==> config.mk <==
export PLATFORM = sky130hd
export DESIGN_NAME = intbid_arb
export DESIGN_NICKNAME = d
export VERILOG_FILES = /design/src/rtl/intbid_pkg.sv /design/src/rtl/intbid_chan.sv /design/src/rtl/intbid_pick.sv /design/src/rtl/intbid_vec.sv /design/src/rtl/intbid_arb.sv
export SDC_FILE = /design/constraint.sdc
export NUM_CORES = 1
export LEC_CHECK = 0
export ABC_AREA = 1
export ABC_CLOCK_PERIOD_IN_PS = 11100
export CORE_MARGIN = 2
export CORE_UTILIZATION = 51
export DETAILED_ROUTE_END_ITERATION = 10
export DONT_BUFFER_PORTS = 1
export PLACE_DENSITY = 0.66
export REMOVE_ABC_BUFFERS = 1
export SLEW_MARGIN = 10
export SYNTH_ARGS = -nofsm -noshare
export SYNTH_HDL_FRONTEND = slang
export SYNTH_SLANG_ARGS = --single-unit
==> constraint.sdc <==
create_clock -name clk -period 11.1 [get_ports clk]
set_clock_uncertainty 0.15 [all_clocks]
set_input_delay 2.775 -clock clk [delete_from_list [all_inputs] [get_ports clk]]
set_output_delay 2.775 -clock clk [all_outputs]
set_load 0.05 [all_outputs]
==> src/rtl/intbid_pkg.sv <==
package intbid_pkg;
  localparam int TYPE_W = 3;
  localparam logic [TYPE_W-1:0] TY_COS   = 3'b001;
  localparam logic [TYPE_W-1:0] TY_TX    = 3'b010;
  localparam logic [TYPE_W-1:0] TY_RX    = 3'b011;
  localparam logic [TYPE_W-1:0] TY_BRK   = 3'b100;
  localparam logic [TYPE_W-1:0] TY_CT    = 3'b101;
  localparam logic [TYPE_W-1:0] TY_RXERR = 3'b111;
endpackage

==> src/rtl/intbid_chan.sv <==
module intbid_chan
  import intbid_pkg::*;
#(
  parameter int CNT_W = 3,
  localparam int BID_W = CNT_W + TYPE_W
) (
  input  logic             clk,
  input  logic             rst,
  input  logic [CNT_W-1:0] rx_cnt,
  input  logic             rx_err,
  input  logic [CNT_W-1:0] tx_cnt,
  input  logic             brk,
  input  logic             cos,
  input  logic             en_rx,
  input  logic             en_tx,
  input  logic             en_brk,
  input  logic             en_cos,
  output logic [BID_W-1:0] bid_o,
  output logic             valid_o
);
  localparam int NSRC = 4;
  localparam logic [CNT_W-1:0] CNT_MAX = '1;

  logic [BID_W-1:0] cand_bid [NSRC];
  logic [NSRC-1:0]  cand_ok;

  always_comb begin
    cand_bid[0] = {rx_cnt, rx_err ? TY_RXERR : TY_RX};
    cand_ok[0]  = en_rx && (rx_cnt != '0);
    cand_bid[1] = {tx_cnt, TY_TX};
    cand_ok[1]  = en_tx && (tx_cnt != '0);
    cand_bid[2] = {CNT_MAX, TY_BRK};
    cand_ok[2]  = en_brk && brk;
    cand_bid[3] = {CNT_MAX, TY_COS};
    cand_ok[3]  = en_cos && cos;
  end

  always_comb begin
    bid_o   = '0;
    valid_o = 1'b0;
    for (int s = 0; s < NSRC; s++) begin
      if (cand_ok[s] && (!valid_o || cand_bid[s] > bid_o)) begin
        bid_o   = cand_bid[s];
        valid_o = 1'b1;
      end
    end
  end

  AST_CHAN_ENABLED: assert property (@(posedge clk) disable iff (rst)
    valid_o |-> ((en_rx && rx_cnt != '0) || (en_tx && tx_cnt != '0) ||
                 (en_brk && brk) || (en_cos && cos)));

  AST_CHAN_IDLE_COUNT: assert property (@(posedge clk) disable iff (rst)
    (valid_o && bid_o[TYPE_W-1:0] == TY_TX) |-> (tx_cnt != '0));
endmodule

==> src/rtl/intbid_pick.sv <==
module intbid_pick
  import intbid_pkg::*;
#(
  parameter int NCH   = 4,
  parameter int CNT_W = 3,
  localparam int BID_W = CNT_W + TYPE_W,
  localparam int CHW   = (NCH > 1) ? $clog2(NCH) : 1
) (
  input  logic             clk,
  input  logic             rst,
  input  logic [BID_W-1:0] ch_bid [NCH],
  input  logic [NCH-1:0]   ch_valid,
  input  logic             ct_valid,
  input  logic [BID_W-1:0] thresh,
  output logic             win_valid,
  output logic [CHW-1:0]   win_chan,
  output logic [BID_W-1:0] win_bid
);
  localparam logic [CNT_W-1:0] CNT_MAX = '1;
  localparam logic [BID_W-1:0] CT_BID  = {CNT_MAX, TY_CT};

  logic [BID_W-1:0] best_bid;
  logic [CHW-1:0]   best_ch;
  logic             best_ok;
  logic             ct_sel;

  always_comb begin
    best_bid = '0;
    best_ch  = '0;
    best_ok  = 1'b0;
    for (int i = 0; i < NCH; i++) begin
      if (ch_valid[i] && (!best_ok || ch_bid[i] > best_bid)) begin
        best_bid = ch_bid[i];
        best_ch  = CHW'(i);
        best_ok  = 1'b1;
      end
    end
    ct_sel    = ct_valid && (!best_ok || CT_BID > best_bid);
    win_bid   = ct_sel ? CT_BID : best_bid;
    win_chan  = ct_sel ? '0 : best_ch;
    win_valid = (ct_sel || best_ok) && (win_bid > thresh);
  end

  AST_WIN_ABOVE_THR: assert property (@(posedge clk) disable iff (rst)
    win_valid |-> (win_bid > thresh));

  AST_CT_BEATS_ALL: assert property (@(posedge clk) disable iff (rst)
    (win_valid && win_bid[TYPE_W-1:0] == TY_CT) |-> (win_chan == '0));

  for (genvar g = 0; g < NCH; g++) begin : g_chk
    AST_WIN_IS_MAX: assert property (@(posedge clk) disable iff (rst)
      (win_valid && ch_valid[g]) |-> (ch_bid[g] <= win_bid));
    AST_TIE_LOW_CHAN: assert property (@(posedge clk) disable iff (rst)
      (win_valid && ch_valid[g] && ch_bid[g] == win_bid &&
       win_bid[TYPE_W-1:0] != TY_CT) |-> (win_chan <= CHW'(g)));
  end
endmodule

==> src/rtl/intbid_vec.sv <==
module intbid_vec
  import intbid_pkg::*;
#(
  parameter int CHW   = 2,
  parameter int CNT_W = 3,
  parameter int VEC_W = 8,
  localparam int CIR_W = CHW + TYPE_W + CNT_W
) (
  input  logic             clk,
  input  logic             rst,
  input  logic [CIR_W-1:0] cir,
  input  logic [VEC_W-1:0] base,
  input  logic [1:0]       vctl,
  output logic [VEC_W-1:0] vec_o
);
  localparam int TOP_LO = TYPE_W + CHW;

  logic [CHW-1:0]    chan;
  logic [TYPE_W-1:0] ityp;
  logic [VEC_W-1:0]  vec_d;

  assign chan = cir[CIR_W-1 -: CHW];
  assign ityp = cir[CNT_W +: TYPE_W];

  always_comb begin
    unique case (vctl)
      2'b00:   vec_d = base;
      2'b01:   vec_d = {base[VEC_W-1:CHW], chan};
      2'b10:   vec_d = {base[VEC_W-1:TYPE_W], ityp};
      default: vec_d = {base[VEC_W-1:TOP_LO], ityp, chan};
    endcase
  end

  always_ff @(posedge clk) begin
    if (rst) vec_o <= '0;
    else     vec_o <= vec_d;
  end

  AST_VEC_TOP_BITS: assert property (@(posedge clk) disable iff (rst)
    1'b1 |=> (vec_o[VEC_W-1:TOP_LO] == $past(base[VEC_W-1:TOP_LO])));
endmodule

==> src/rtl/intbid_arb.sv <==
module intbid_arb
  import intbid_pkg::*;
#(
  parameter int NCH   = 4,
  parameter int CNT_W = 3,
  parameter int VEC_W = 8,
  localparam int CHW   = (NCH > 1) ? $clog2(NCH) : 1,
  localparam int BID_W = CNT_W + TYPE_W,
  localparam int CIR_W = CHW + TYPE_W + CNT_W
) (
  input  logic                 clk,
  input  logic                 rst,
  input  logic [NCH*CNT_W-1:0] rx_fill_i,
  input  logic [NCH-1:0]       rx_err_i,
  input  logic [NCH*CNT_W-1:0] tx_free_i,
  input  logic [NCH-1:0]       brk_i,
  input  logic [NCH-1:0]       cos_i,
  input  logic                 ct_i,
  input  logic [NCH-1:0]       en_rx_i,
  input  logic [NCH-1:0]       en_tx_i,
  input  logic [NCH-1:0]       en_brk_i,
  input  logic [NCH-1:0]       en_cos_i,
  input  logic                 en_ct_i,
  input  logic [BID_W-1:0]     thresh_i,
  input  logic [VEC_W-1:0]     base_i,
  input  logic [1:0]           vctl_i,
  input  logic                 ack_i,
  input  logic                 upd_i,
  output logic                 irq_n_o,
  output logic [CIR_W-1:0]     cir_o,
  output logic [VEC_W-1:0]     vec_o
);
  logic [BID_W-1:0] ch_bid [NCH];
  logic [NCH-1:0]   ch_valid;
  logic             win_valid;
  logic [CHW-1:0]   win_chan;
  logic [BID_W-1:0] win_bid;
  logic             ack_q;
  logic             load;

  for (genvar c = 0; c < NCH; c++) begin : g_chan
    intbid_chan #(.CNT_W(CNT_W)) u_chan (
      .clk     (clk),
      .rst     (rst),
      .rx_cnt  (rx_fill_i[c*CNT_W +: CNT_W]),
      .rx_err  (rx_err_i[c]),
      .tx_cnt  (tx_free_i[c*CNT_W +: CNT_W]),
      .brk     (brk_i[c]),
      .cos     (cos_i[c]),
      .en_rx   (en_rx_i[c]),
      .en_tx   (en_tx_i[c]),
      .en_brk  (en_brk_i[c]),
      .en_cos  (en_cos_i[c]),
      .bid_o   (ch_bid[c]),
      .valid_o (ch_valid[c])
    );
  end

  intbid_pick #(.NCH(NCH), .CNT_W(CNT_W)) u_pick (
    .clk       (clk),
    .rst       (rst),
    .ch_bid    (ch_bid),
    .ch_valid  (ch_valid),
    .ct_valid  (en_ct_i && ct_i),
    .thresh    (thresh_i),
    .win_valid (win_valid),
    .win_chan  (win_chan),
    .win_bid   (win_bid)
  );

  assign load = (ack_i && !ack_q) || upd_i;

  always_ff @(posedge clk) begin
    if (rst) begin
      irq_n_o <= 1'b1;
      cir_o   <= '0;
      ack_q   <= 1'b0;
    end else begin
      irq_n_o <= !win_valid;
      ack_q   <= ack_i;
      if (load) begin
        if (win_valid)
          cir_o <= {win_chan, win_bid[TYPE_W-1:0], win_bid[BID_W-1:TYPE_W]};
        else
          cir_o <= '0;
      end
    end
  end

  intbid_vec #(.CHW(CHW), .CNT_W(CNT_W), .VEC_W(VEC_W)) u_vec (
    .clk   (clk),
    .rst   (rst),
    .cir   (cir_o),
    .base  (base_i),
    .vctl  (vctl_i),
    .vec_o (vec_o)
  );

  AST_IRQ_IDLE: assert property (@(posedge clk) disable iff (rst)
    !win_valid |=> irq_n_o);
  AST_IRQ_ACTIVE: assert property (@(posedge clk) disable iff (rst)
    win_valid |=> !irq_n_o);
  AST_CIR_HOLD: assert property (@(posedge clk) disable iff (rst)
    (ack_i && ack_q && !upd_i) |=> $stable(cir_o));
  AST_CIR_EMPTY: assert property (@(posedge clk) disable iff (rst)
    (upd_i && !win_valid) |=> (cir_o == '0));
  AST_CIR_ABOVE_THR: assert property (@(posedge clk) disable iff (rst)
    (upd_i && win_valid) |=> (cir_o != '0));
endmodule

==> impl_results.md, run 1 <==
* Status: complete, no violations
* Arrival time of data at the critical path endpoint at 10.53 ns
* Post-detailed-route count of antenna-violating nets at 0
* Crit-path most repeated cell: sky130_fd_sc_hd__nand2_1
* Number of design rule violations left after detail routing at 0
* TritonCTS Buffers at 3
* Proportion of synthesized flip-flops having asynchronous set or reset at 0%
* Area of the die at 0.00589 mm^2
* Top cell type by total area after synthesis: sky130_fd_sc_hd__nand2_1
* Min Clock Period, post-route at 10.49 ns
* Number of enable flip-flop cells after synthesis at 0
* Area overhead of the layout relative to synthesis at 9.64%
* Number of H-tree levels at 1
* Count of hold-fix buffers inserted at cts at 0
* Startpoint-to-endpoint class of the critical path: input port to flop
* Io pins at 91
* Startpoint of the most critical register-to-register path: ack_q
* Max incr delay on CP at 0.35 ns
* Maximum number of pins on one net before global-route repair at 14
* HPWL after detailed placement at 5220 um
* Floorplan core area at 0.00511 mm^2
* Endpoint of the worst hold-timing path: cir_o[0]
* Leakage at 1.69 nW
* Final non-filler cell total at 545
* Max Cap Viol at 0
* Iteration-0 DRC count of the detailed router at 64
* Number of cells after detailed placement at 530
* Total overflow reported by the global router at 0
* Post-synthesis instance area at 0.00270 mm^2
* Worst r2r dst: cir_o[7]
* Nets at 582
* Clock-pin slew on the worst setup and hold paths at 0.06 ns
* Wirelength, routed at 6230 um
* Top cells by count, synth: sky130_fd_sc_hd__nand2_1, sky130_fd_sc_hd__inv_1, sky130_fd_sc_hd__nand3_1
* Number of global-route vias before repair at 2620
* Portion of synthesized cell area occupied by the leading cell type at 19.6%
* Fraction of final layout cells with drive strength greater than 1 at 11.2%
* Area of all placed cells without fillers at 0.00296 mm^2
* Final antenna diode count at 0
* Most instantiated flip-flop cell in the synthesis netlist: sky130_fd_sc_hd__dfxtp_1
* Via-to-Cell Ratio at 5.18
* Leading post-synthesis cells by cell area: sky130_fd_sc_hd__nand2_1, sky130_fd_sc_hd__ha_1, sky130_fd_sc_hd__dfxtp_1
* Category of cells accounting for the largest share of critical-path delay: simple AND/OR/NAND/NOR gates
* First-pass GRT wire length at 10500 um
* Clock tree from TritonCTS: built
* Number of cells on the worst reg-to-reg path at 5
* Hold Startpoint: cir_o[0]
* Die height at 76.7 um
* F_max at 95.3 MHz
* Bufs on Longest Clock Path at 2
* Relative slew slack at 56.9%
* Number of stages on the worst setup path at 58
* Reg-to-reg slack, setup at 9.71 ns
* Post-Place Worst Slack at -0.0740 ns
* Least setup slack across all paths after layout at 0.609 ns
* Number of max-slew violations in the final report at 0
* Root buffer cell: sky130_fd_sc_hd__clkbuf_8
* Port buffer count at 0
* PwrDens at 188 mW/mm^2
* Starting density of the core at 52.8%
* Vias post-DR at 2824
* Clock sink count at 18
* Number of fillers in the final layout at 572
* Largest fanout on the critical path at 8
* Horizontal extent of the die at 76.7 um
* Fin. Hold Viols at 0
* Number of antenna violations at the first check in global routing at 0
* Latest clock arrival within the worst-skew pair at 0.25 ns
* GRT Util Overall at 20.5%
* Final count of negative-setup-slack endpoints at 0
* Number of instances on the worst hold path at 2
* Slowest cell on crit path: sky130_fd_sc_hd__o32ai_2
* Ratio of final minimum period to clock period at 94.5%
* Cells after synthesis at 461
* Number of flip-flops and latches in the synthesized netlist at 18
* Synth Warn # at 0
* Setup TNS at 0 ns
* Most instantiated library cell after synthesis: sky130_fd_sc_hd__nand2_1
* Num rows at 26
* Worst Hold Class: flop to flop
* Worst endpoint required time at 11.14 ns
* Count of unique library cells instantiated by Yosys at 41
* Placer's final routability congestion estimate at 0.851
* Sequential share of the synthesized area at 13.4%
* VDD IR max at 0.0988 mV
* Instance area at placement at 0.00278 mm^2
* Post-detailed-route wirelength per cell at 11.4 um
* Worst setup SP type: input port
* Pin slew with the least headroom to its limit at 0.644 ns
* Buffers plus inverters on the worst setup path at 6
* Element type at the critical path end: flop
* Synth Area per Inst at 5.85 um^2
* Pre-Repair DR Iteration Count at 4
==> cell families after synthesis <==
family | Yosys count | synth area share [%]
AOI/OAI and AO/OA | 68 | 17.8
adders and majority gates | 32 | 14.8
and+or+nand+nor | 249 | 40.8
buffers and inverters | 94 | 13.2
DFF | 18 | 13.4
==> registers in the layout (all words and copies together), names as in the netlist <==
register,count
ack_q,1
cir_o,8
u_vec.vec_o,8
irq_n_o,1
==> per-layer routing <==
| layer | vias up | share of wire [%] | global-route usage (%) |
|---|---|---|---|
| met5 | - | 0 | 0 |
| met2 | 53 | 51 | 38.9 |
| met1 | 1259 | 45 | 24.9 |
| met3 | 2 | 3.6 | 2.71 |
| li1 | 1510 | - | - |
| met4 | 0 | 0.27 | 2.55 |
==> through the flow <==
step	total power, mW	utilization, %	hold WS (ns)
6_report	0.555	57.9	0.565
3_5_place_dp	0.459	54.5	0.548
2_1_floorplan	0.397	-	0.486
5_1_grt	0.611	57.9	0.595
3_3_place_gp	0.450	54.5	0.542
4_1_cts	0.512	55.6	0.557
==> layout by cell type, fill, tap and decap left out, types with 4 or more instances in the layout <==
master,Yosys,final
sky130_fd_sc_hd__nand2_1,141,139
sky130_fd_sc_hd__inv_1,88,87
sky130_fd_sc_hd__nand3_1,46,45
sky130_fd_sc_hd__nor2_1,38,36
sky130_fd_sc_hd__ha_1,32,32
sky130_fd_sc_hd__a21oi_1,22,22
sky130_fd_sc_hd__dfxtp_1,18,18
sky130_fd_sc_hd__o21ai_0,18,15
sky130_fd_sc_hd__buf_4,0,11
sky130_fd_sc_hd__a21oi_4,5,5
sky130_fd_sc_hd__nor2_4,2,4
sky130_fd_sc_hd__inv_2,4,4
sky130_fd_sc_hd__nand3_2,3,4
sky130_fd_sc_hd__clkbuf_8,0,4
==> repair_timing <==
action                     CTS  global route
setup endpoints to repair    0             9
resized for setup            0            14
buffers inserted             0            11
hold endpoints to repair     0             0
==> how the worst max path moves through the flow <==
| stage | endpoint | startpoint | slack (ns) |
|---|---|---|---|
| 2_1_floorplan | cir_o[7] | rx_fill_i[2] | 1.05 |
| 3_3_place_gp | cir_o[7] | rx_fill_i[2] | 0.07 |
| 3_5_place_dp | cir_o[7] | rx_fill_i[2] | -0.07 |
| 4_1_cts | cir_o[7] | rx_fill_i[2] | 0.16 |
| 5_1_grt | cir_o[2] | rx_fill_i[2] | -0.09 |
| 6_report | cir_o[7] | rx_fill_i[1] | 0.61 |
==> report_power, final <==
group | total, mW | switching (mW) | internal, mW
logic | 0.353 | 0.211 | 0.142
clock network | 0.0527 | 0.0212 | 0.0315
registers | 0.149 | 0.0680 | 0.0813
==> worst min-delay path, delay by kind of cell (launching register included) <==
kind / cells / cell delay, ns
AOI/OAI and AO/OA: 1 / 0.06
DFF: 1 / 0.48
and+or+nand+nor: 1 / 0.14
==> area by class of cell <==
class	instances	area [um^2]	share of cell area [%]
clock buffer	4	55.1	1.86
inverter	93	354	12.0
sequential	18	360	12.2
multi-input combinational	349	2020	68.2
tap	70	87.6	2.96
timing repair buffer	11	82.6	2.79
Power figures use the tool's default switching activity.
==> run 2: changes to the inputs <==
Settings changed: ABC_CLOCK_PERIOD_IN_PS 11100 to not set, CORE_UTILIZATION 51 to 47, CTS_CLUSTER_SIZE set to 8, DONT_BUFFER_PORTS 1 to not set, PLACE_DENSITY 0.66 to 0.82.
==> impl_results.md, run 2 (same netlist as run 1, synthesis figures left out) <==
* Floorplan core area at 0.00554 mm^2
* Vias post-DR at 3259
* Leakage at 2.11 nW
* F_max at 93.1 MHz
* HPWL after detailed placement at 5960 um
* Final count of negative-setup-slack endpoints at 0
* Bufs on Longest Clock Path at 2
* Min Clock Period, post-route at 10.75 ns
* Most frequent cells in the layout: sky130_fd_sc_hd__nand2_1, sky130_fd_sc_hd__clkdlybuf4s50_1, sky130_fd_sc_hd__inv_1, sky130_fd_sc_hd__nor2_1, sky130_fd_sc_hd__nand3_1
* Instance area at placement at 0.00369 mm^2
* Number of global-route vias before repair at 2936
* Root buffer cell: sky130_fd_sc_hd__clkbuf_8
* Latest clock arrival within the worst-skew pair at 0.25 ns
* Num rows at 27
* Largest fanout on the critical path at 8
* Total overflow reported by the global router at 0
* First-pass GRT wire length at 11600 um
* Number of fillers in the final layout at 480
* Reg-to-reg slack, setup at 9.64 ns
* Final antenna diode count at 0
* TritonCTS Buffers at 3
* Pin slew with the least headroom to its limit at 0.515 ns
* Area overhead of the layout relative to synthesis at 47.4%
* Iteration-0 DRC count of the detailed router at 133
* Post-detailed-route count of antenna-violating nets at 0
* Wirelength, routed at 7630 um
* Worst Hold Class: flop to flop
* VDD IR max at 0.116 mV
* Pre-Repair DR Iteration Count at 5
* Post-layout total power at 0.635 mW
* Clock tree from TritonCTS: built
* Port buffer count at 90
* Horizontal extent of the die at 79.8 um
* Post-detailed-route wirelength per cell at 11.9 um
* Relative slew slack at 65.4%
* Max incr delay on CP at 0.48 ns
* Via-to-Cell Ratio at 5.08
* GRT Util Overall at 21.7%
* Ratio of final minimum period to clock period at 96.8%
* Startpoint-to-endpoint class of the critical path: input port to flop
* Number of H-tree levels at 1
* Post-Route Hold Slack at 0.316 ns
* Number of design rule violations left after detail routing at 0
* Fraction of final layout cells with drive strength greater than 1 at 13.7%
* Die height at 79.8 um
* Startpoint of the most critical register-to-register path: ack_q
* Fin. Hold Viols at 0
* Hold Startpoint: cir_o[1]
* Starting density of the core at 48.7%
* Area of combinational cells with multiple inputs at 0.00209 mm^2
* Io pins at 91
* Area of all placed cells without fillers at 0.00398 mm^2
* Nets at 676
* Status: complete, no violations
* Maximum number of pins on one net before global-route repair at 14
* Area of the die at 0.00636 mm^2
* Sequential standard cell area at 360 um^2
* Regs by FF count: cir_o: 8 flops, u_vec.vec_o: 8 flops
* Origin of the worst setup path: tx_free_i[2]
* Worst endpoint required time at 11.12 ns
* Placer's final routability congestion estimate at 0.886
* Commonest non-fill, non-tap cell in the layout: sky130_fd_sc_hd__nand2_1
* Number of max-slew violations in the final report at 0
* Slowest cell on crit path: sky130_fd_sc_hd__clkdlybuf4s50_1
* Core Util, Final at 71.8%
* Clock-pin slew on the worst setup and hold paths at 0.07 ns
* Clock sink count at 18
* Worst setup SP type: input port
* Number of antenna violations at the first check in global routing at 0
* PwrDens at 159 mW/mm^2
* Arrival time of data at the critical path endpoint at 10.77 ns
* Max Cap Viol at 0
* Element type at the critical path end: flop
[run 2: power breakdown]
part | internal, mW | leakage (nW) | total (mW) | switching (mW)
Sequential | 0.0812 | 0.149 | 0.0912 | 0.00997
Clock | 0.0315 | 0.0288 | 0.0527 | 0.0212
Combinational | 0.200 | 1.93 | 0.491 | 0.291
[run 2: routing by layer]
metal  global-route usage, %  up-vias  wire length (um)
met5                       0        -                 0
met4                    3.73        0                97
met3                    1.47       11               348
met2                    41.7      101              3940
met1                    26.5     1447              3240
li1                        -     1700                 -
[run 2: final cells by class]
type / count / area share [%]
Multi-Input combinational cell: 349 / 52.6
Inverter: 93 / 8.96
Sequential cell: 18 / 9.06
Tap cell: 72 / 2.26
Clock buffer: 4 / 1.38
Timing Repair Buffer: 105 / 25.7
[run 2: path summary, 6_finish.rpt]
| check | endpoint | cells past startpoint |
|---|---|---|
| setup / recovery | cir_o[6] | 57 |
| hold reg to reg | cir_o[1] | 2 |
| hold / removal | cir_o[1] | 2 |
| setup reg to reg | cir_o[6] | 6 |
[run 2: what timing repair did]
| action | CTS | global route |
|---|---|---|
| gates resized for setup | 3 | 37 |
| endpoints found under the setup margin | 2 | 9 |
| hold buffers | 0 | 0 |
| buffers inserted | 0 | 14 |
| pin swaps | 0 | 25 |
[run 2: worst max-delay path: cells and delay by family]
kind	cells	cell delay (ns)
buf+inv	9	1.22
compound gates	17	2.70
fa+ha+maj	5	1.47
simple gates	26	2.60
[run 2: per-stage QoR]
stage                     TNS (ns)  instances  worst slack, ns
after floorplan                  0        460             1.05
after global placement           0        623            0.193
after detailed placement     -1.73        623           -0.251
after CTS                        0        627           0.0260
after global routing         -1.34        641           -0.195
final                            0        641            0.355
==> run 3: changes to the inputs <==
Settings changed: TNS_END_PERCENT set to 30.
==> results of run 3 <==
Same layout as run 2: the final DEF is identical, and so are final timing and power.
